### config.mk
export PLATFORM = sky130hd
export DESIGN_NAME = sync_slave_rx
export DESIGN_NICKNAME = d
export VERILOG_FILES = /design/src/rtl/sync_slave_rx_pkg.sv /design/src/rtl/sync_slave_rx_sync.sv /design/src/rtl/sync_slave_rx_shift.sv /design/src/rtl/sync_slave_rx_regs.sv /design/src/rtl/sync_slave_rx.sv
export SDC_FILE = /design/constraint.sdc
export NUM_CORES = 1
export LEC_CHECK = 0
export BUFFER_PORTS_ARGS = -buffer_cell sky130_fd_sc_hd__buf_2
export CORE_MARGIN = 2
export CORE_UTILIZATION = 50
export DETAILED_ROUTE_END_ITERATION = 10
export PLACE_DENSITY = 0.86
export SYNTH_ARGS = -nofsm -noshare
export SYNTH_HDL_FRONTEND = slang
export SYNTH_SLANG_ARGS = --single-unit
### constraint.sdc
create_clock -name clk -period 1.71 [get_ports clk]
set_input_delay 0.171 -clock clk [delete_from_list [all_inputs] [get_ports clk]]
set_output_delay 0.171 -clock clk [all_outputs]
set_load 0.005 [all_outputs]
### src/rtl/sync_slave_rx_pkg.sv
package sync_slave_rx_pkg;

   localparam int unsigned ADDR_CTRL = 0;
   localparam int unsigned ADDR_STAT = 1;
   localparam int unsigned ADDR_DATA = 2;
   localparam int unsigned ADDR_IEN  = 3;

   localparam int unsigned CTRL_BITS = 7;
   localparam int unsigned IEN_BITS  = 3;
   localparam int unsigned STAT_BITS = 4;

   // bit 0 is the last field
   typedef struct packed {
      logic pol;     // 1: sample on falling edge
      logic single;  // single-word receive, ignored in slave mode
      logic cont;    // continuous receive enable
      logic nine;    // nine-bit words
      logic msel;    // clock source is local (master)
      logic sync;    // synchronous mode
      logic en;      // port enable
   } ctrl_t;

   typedef struct packed {
      logic gie;
      logic pie;
      logic rie;
   } ien_t;

endpackage

### src/rtl/sync_slave_rx_sync.sv
module sync_slave_rx_sync #(
   parameter int STAGES = 2
) (
   input  logic clk,
   input  logic rst_n,
   input  logic ser_clk,
   input  logic ser_data,
   input  logic pol,
   output logic sample,
   output logic bit_val
);

   generate
      if (STAGES < 2) begin : g_bad_stages
         $error("sync_slave_rx_sync: STAGES must be at least 2");
      end
   endgenerate

   logic [STAGES-1:0] clk_q;
   logic [STAGES-1:0] dat_q;
   logic              clk_prev;
   logic              clk_s;

   always_ff @(posedge clk or negedge rst_n) begin
      if (!rst_n) begin
         clk_q    <= '0;
         dat_q    <= '0;
         clk_prev <= 1'b0;
      end else begin
         clk_q    <= {clk_q[STAGES-2:0], ser_clk};
         dat_q    <= {dat_q[STAGES-2:0], ser_data};
         clk_prev <= clk_q[STAGES-1];
      end
   end

   assign clk_s   = clk_q[STAGES-1];
   assign sample  = pol ? (clk_prev & ~clk_s) : (~clk_prev & clk_s);
   assign bit_val = dat_q[STAGES-1];

endmodule

### src/rtl/sync_slave_rx_shift.sv
module sync_slave_rx_shift #(
   parameter int DATA_W = 8
) (
   input  logic            clk,
   input  logic            rst_n,
   input  logic            run,
   input  logic            nine,
   input  logic            sample,
   input  logic            din,
   output logic            done,
   output logic [DATA_W:0] word
);

   localparam int WORD_W = DATA_W + 1;
   localparam int CNT_W  = $clog2(WORD_W);

   logic [CNT_W-1:0] cnt;
   logic [CNT_W-1:0] last;

   assign last = nine ? CNT_W'(DATA_W) : CNT_W'(DATA_W - 1);

   always_ff @(posedge clk or negedge rst_n) begin
      if (!rst_n) begin
         cnt  <= '0;
         done <= 1'b0;
         word <= '0;
      end else begin
         done <= 1'b0;
         if (!run) begin
            cnt <= '0;
         end else if (sample) begin
            word[cnt] <= din;
            if (cnt == last) begin
               cnt  <= '0;
               done <= 1'b1;
            end else begin
               cnt <= cnt + 1'b1;
            end
         end
      end
   end

endmodule

### src/rtl/sync_slave_rx_regs.sv
module sync_slave_rx_regs
   import sync_slave_rx_pkg::*;
#(
   parameter int DATA_W   = 8,
   parameter int ADDR_W   = 3,
   parameter bit NINTH_EN = 1'b1
) (
   input  logic              clk,
   input  logic              rst_n,
   input  logic [ADDR_W-1:0] addr,
   input  logic              wr,
   input  logic              rd,
   input  logic [DATA_W-1:0] wdata,
   input  logic              word_done,
   input  logic [DATA_W:0]   word,
   input  logic              sleep,
   output logic [DATA_W-1:0] rdata,
   output logic              run,
   output logic              pol,
   output logic              nine_eff,
   output logic              irq,
   output logic              wake,
   output logic              flag,
   output logic              ovr,
   output logic              cont_en,
   output logic              rd_data,
   output logic [DATA_W-1:0] hold_data
);

   generate
      if (DATA_W < CTRL_BITS) begin : g_bad_width
         $error("sync_slave_rx_regs: DATA_W too small for the control register");
      end
      if (ADDR_W < 2) begin : g_bad_addr
         $error("sync_slave_rx_regs: ADDR_W must be at least 2");
      end
   endgenerate

   ctrl_t ctrl;
   ien_t  ien;
   logic  bit9;
   logic  wr_ctrl;
   logic  wr_ien;
   logic  unused_wdata;

   assign wr_ctrl = wr && (addr == ADDR_W'(ADDR_CTRL));
   assign wr_ien  = wr && (addr == ADDR_W'(ADDR_IEN));
   assign rd_data = rd && (addr == ADDR_W'(ADDR_DATA));
   assign unused_wdata = ^wdata[DATA_W-1:CTRL_BITS];

   generate
      if (NINTH_EN) begin : g_ninth
         assign nine_eff = ctrl.nine;
      end else begin : g_no_ninth
         logic unused_nine;
         assign unused_nine = ctrl.nine;
         assign nine_eff    = 1'b0;
      end
   endgenerate

   assign cont_en = ctrl.cont;
   assign pol     = ctrl.pol;
   assign run     = ctrl.en & ctrl.sync & ~ctrl.msel & ctrl.cont & ~ovr;

   always_ff @(posedge clk or negedge rst_n) begin
      if (!rst_n) begin
         ctrl <= '0;
         ien  <= '0;
      end else begin
         if (wr_ctrl) ctrl <= ctrl_t'(wdata[CTRL_BITS-1:0]);
         if (wr_ien)  ien  <= ien_t'(wdata[IEN_BITS-1:0]);
      end
   end

   always_ff @(posedge clk or negedge rst_n) begin
      if (!rst_n) begin
         hold_data <= '0;
         bit9      <= 1'b0;
         flag      <= 1'b0;
         ovr       <= 1'b0;
      end else begin
         if (word_done) begin
            if (flag && !rd_data) begin
               ovr <= 1'b1;
            end else begin
               hold_data <= word[DATA_W-1:0];
               bit9      <= nine_eff & word[DATA_W];
               flag      <= 1'b1;
            end
         end else if (rd_data) begin
            flag <= 1'b0;
         end
         if (!ctrl.cont) ovr <= 1'b0;
      end
   end

   always_comb begin
      rdata = '0;
      unique case (addr)
         ADDR_W'(ADDR_CTRL): rdata = {{(DATA_W-CTRL_BITS){1'b0}}, ctrl};
         ADDR_W'(ADDR_STAT): rdata = {{(DATA_W-STAT_BITS){1'b0}}, flag, 1'b0, ovr, bit9};
         ADDR_W'(ADDR_DATA): rdata = hold_data;
         ADDR_W'(ADDR_IEN):  rdata = {{(DATA_W-IEN_BITS){1'b0}}, ien};
         default:            rdata = '0;
      endcase
   end

   assign irq  = flag & ien.rie & ien.pie & ien.gie;
   assign wake = sleep & flag & ien.rie;

endmodule

### src/rtl/sync_slave_rx.sv
module sync_slave_rx #(
   parameter int DATA_W      = 8,
   parameter int ADDR_W      = 3,
   parameter int SYNC_STAGES = 2,
   parameter bit NINTH_EN    = 1'b1
) (
   input  logic              clk,
   input  logic              rst_n,
   input  logic              ser_clk_i,
   input  logic              ser_data_i,
   input  logic              sleep_i,
   input  logic [ADDR_W-1:0] reg_addr,
   input  logic              reg_wr,
   input  logic              reg_rd,
   input  logic [DATA_W-1:0] reg_wdata,
   output logic [DATA_W-1:0] reg_rdata,
   output logic              irq_o,
   output logic              wake_o
);

   logic              sample;
   logic              bit_val;
   logic              run;
   logic              pol;
   logic              nine_eff;
   logic              word_done;
   logic [DATA_W:0]   word;
   logic              flag;
   logic              ovr;
   logic              cont_en;
   logic              rd_data;
   logic [DATA_W-1:0] hold_data;

   sync_slave_rx_sync #(.STAGES(SYNC_STAGES)) u_sync (
      .clk      (clk),
      .rst_n    (rst_n),
      .ser_clk  (ser_clk_i),
      .ser_data (ser_data_i),
      .pol      (pol),
      .sample   (sample),
      .bit_val  (bit_val)
   );

   sync_slave_rx_shift #(.DATA_W(DATA_W)) u_shift (
      .clk    (clk),
      .rst_n  (rst_n),
      .run    (run),
      .nine   (nine_eff),
      .sample (sample),
      .din    (bit_val),
      .done   (word_done),
      .word   (word)
   );

   sync_slave_rx_regs #(
      .DATA_W   (DATA_W),
      .ADDR_W   (ADDR_W),
      .NINTH_EN (NINTH_EN)
   ) u_regs (
      .clk       (clk),
      .rst_n     (rst_n),
      .addr      (reg_addr),
      .wr        (reg_wr),
      .rd        (reg_rd),
      .wdata     (reg_wdata),
      .word_done (word_done),
      .word      (word),
      .sleep     (sleep_i),
      .rdata     (reg_rdata),
      .run       (run),
      .pol       (pol),
      .nine_eff  (nine_eff),
      .irq       (irq_o),
      .wake      (wake_o),
      .flag      (flag),
      .ovr       (ovr),
      .cont_en   (cont_en),
      .rd_data   (rd_data),
      .hold_data (hold_data)
   );

endmodule

==> flow_summary.yaml <==
pwr:
  internal-power_uw: 1480
  p_comb_frac: 0.132
  p_sw_frac: 0.249
  cellLeakagePower_uw: 0.00108
  power.density_nw_per_um2: 861
  p_sw_uw: 491
  ir_drop_v: 0.000636
  power_frac_clock: 0.324
  p_seq_frac: 0.544
  power_uw: 1970
detailed_routing:
  wl_per_cell_um: 15.3
  firstDrtPassIters: 4
  drt_wl_total_um: 3740
  ant_nets: 0
  num_vias: 1314
  drc: 0
  vias_per_cell: 5.39
  drtIter0Drc: 51
synth:
  synth_edf_count: 0
  ys_seq_area_frac: 0.527
  synthFlopType: "dfrtp_1"
  syn_nets: 174
  avgSynthCellArea_um2: 12.5
  async_flop_share: 1.00
  yosys.area.top_type: "dfrtp_1"
  syn_area_um2: 1900
  ys_top_cells_by_area: "dfrtp_1 (53%), mux2_2 (15%), ha_1 (2.6%)"
  yosysUniqueCellTypes: 36
  netlist_instances: 152
  synth-warning-count: 0
  synth_seq_cells: 40
  synth_top_area_frac: 0.527
worst_setup_path:
  crit_type: "reg2reg"
  crit_start: "u_sync.clk_prev$_DFF_PN0_"
  crit_required_ns: 1.88
  cp.arrival_ns: 2.05
  critPathSlowestCell: "or3b_4"
  endpoint_kind: "flip-flop"
  reg2reg_slack_ns: -0.17
  critPathMaxFanout: 10
  endpoint: "u_shift.word[8]$_DFFE_PN0P_"
  r2r_end: "u_shift.word[8]$_DFFE_PN0P_"
  reg2regPathDepth: 5
  cp_cell_sequence: "or3b_4, a2111oi_4, buf_6, nand4b_1, mux2_4"
  slowest_delay_ns: 0.42
  worst_setup_path_start_kind: "flip-flop"
  timing.rr.start: "u_sync.clk_prev$_DFF_PN0_"
placed_design:
  io_buffers: 26
  place.gp.congestion: 0.809
  post-dp-hpwl_um: 2780
  dpl.cell_count: 233
  placed_area_um2: 2160
clock_network:
  cts_buffer_depth: 2
  cts_setup_buffers: 0
  cts_buffers: 5
  clk_pin_slew_worst_paths_ns: 0.08
  worstSkewPairLatency_ns: 0.29
  clock_sinks: 40
  cts_tree: "done"
  ctsRootBufferMaster: "clkbuf_8"
  cts_max_level: 2
timing:
  rsz0062_at_grt: "true"
  max_freq_ghz: 0.533
  tightestPinTransition_ns: 0.835
  max_slew_margin: 0.440
  fin_skew_ns: 0.00972
  hold_viol: 0
  fin_ws_ns: -0.166
  drv_slew: 0
  setup_violations: 12
  post-route-period-util: 1.10
  hold_slack_ns: 0.105
  post-route-min-period_ns: 1.88
grt:
  grt_max_degree: 41
  overflow: 0
  use_met3: 0.0514
  met2_usage: 0.346
  grt_antenna_before_repair: 0
  grt_util_all_layers: 0.199
  grt_pass1_wl_um: 6210
  grt_pass1_vias: 1270
  busiest_layer: "met2"
  grt_use_met1: 0.240
die:
  top_level_ports: 28
  chipWidth_um: 65.6
  num_rows: 22
  die_h_um: 65.6
  initial_core_util: 0.518
  core_um2: 3660
  die-area_um2: 4300
run:
  cap_viol_max_count: 0
finish:
  layout_common_cells: "dfrtp_1 (40), mux2_2 (26), buf_2 (26), buf_4 (11)"
  drive_above_1_share: 0.423
  final_common_cell: "dfrtp_1"
  area_growth_pct: 20.6
  instances_no_fill: 244
  diodes: 0
  final_area_um2: 2290
  nets: 217
hold_path:
  hold_class: "in2reg"
run_status:
  failed_checks: "negative setup slack"
  status: "finished, violations left"
==> worst min-delay path by stage <==
stage | from | end | slack (ns) | cells past startpoint
final | reg_wdata[4] | u_regs.cont_en$_DFFE_PN0P_ | 0.10 | 2
after global routing | reg_wdata[4] | u_regs.cont_en$_DFFE_PN0P_ | 0.11 | 2
after global placement | rst_n | u_regs.ien[1]$_DFFE_PN0P_ | 0.25 | 2
after detailed placement | rst_n | u_regs.ien[2]$_DFFE_PN0P_ | 0.25 | 2
after floorplan | rst_n | u_regs.bit9$_DFFE_PN0P_ | -0.12 | 0
after CTS | reg_wdata[4] | u_regs.cont_en$_DFFE_PN0P_ | 0.10 | 2
==> state kept, by name (all words and copies together) (netlist names), 2 cells and up <==
register          count
u_shift.word          9
u_regs.ctrl           4
u_sync.dat_q          2
u_regs.hold_data      8
u_regs.ien            3
u_shift.cnt           4
u_sync.clk_q          2
==> metrics by stage <==
step                      worst slack (ns)  setup TNS [ns]  utilization
after global routing                -0.212           -1.73        0.625
after global placement             -0.0801          -0.189        0.590
final                               -0.166           -1.01        0.625
after detailed placement            -0.160          -0.923        0.590
after CTS                           -0.167           -1.09        0.624
after floorplan                     -0.111          -0.671            -
==> power groups by stage <==
| stage | Sequential (uW) | Combinational (uW) | Clock (uW) |
|---|---|---|---|
| 2_1_floorplan | 1080 | 151 | 0 |
| 3_3_place_gp | 1090 | 248 | 0 |
| 3_5_place_dp | 1090 | 255 | 0 |
| 4_1_cts | 1070 | 264 | 658 |
| 5_1_grt | 1080 | 288 | 685 |
| 6_report | 1070 | 259 | 639 |
==> metal layers <==
layer | part of all wire | vias up
met5 | 0 | -
met4 | 0.015 | 0
met3 | 0.046 | 6
met2 | 0.50 | 37
met1 | 0.44 | 631
li1 | - | 640
==> what timing repair did <==
item                       4_1_cts  5_1_grt
cloned                           0        0
hold endpoints to repair        42        0
gates resized for setup          1        1
setup endpoints to repair       12       12
hold buffers                     3        0
==> cells in the mapped netlist (all sizes together) (2+ instances only) <==
cell type,number
a21oi,2
a31oi,4
and2,2
clkbuf,4
dfrtp,40
ha,4
inv,5
mux2,27
mux2i,5
mux4,2
nand2,9
nand2b,2
nand3,9
nand4b,3
nor2,6
nor2b,3
nor3,4
o21ai,2
or3,2
or3b,4
==> final cells by class <==
type	instances	area [um^2]
Fill cell	278	1370
Sequential cell	40	1000
Multi-Input combinational cell	102	863
Timing Repair Buffer	41	254
Clock buffer	6	82.6
Tap cell	48	60.1
Inverter	5	18.8
Clock inverter	2	10.0
==> cell families (layout without fill, tap and decap cells) <==
family	count (synthesis)	in the layout	synth area share
mux	34	34	0.210
simple gates	51	51	0.163
fa+ha+maj	4	4	0.0264
buf+inv	10	54	0.0198
flops	40	40	0.527
compound gates	13	13	0.0534
==> worst max-delay path: cells and delay by family, from the launching register on <==
kind	cells	cell delay, ns
buffers and inverters	1	0.18
DFF	1	0.39
muxes	1	0.32
AOI/OAI and AO/OA	1	0.32
and+or+nand+nor	2	0.55
No activity file was read; power rests on OpenSTA's default activity.
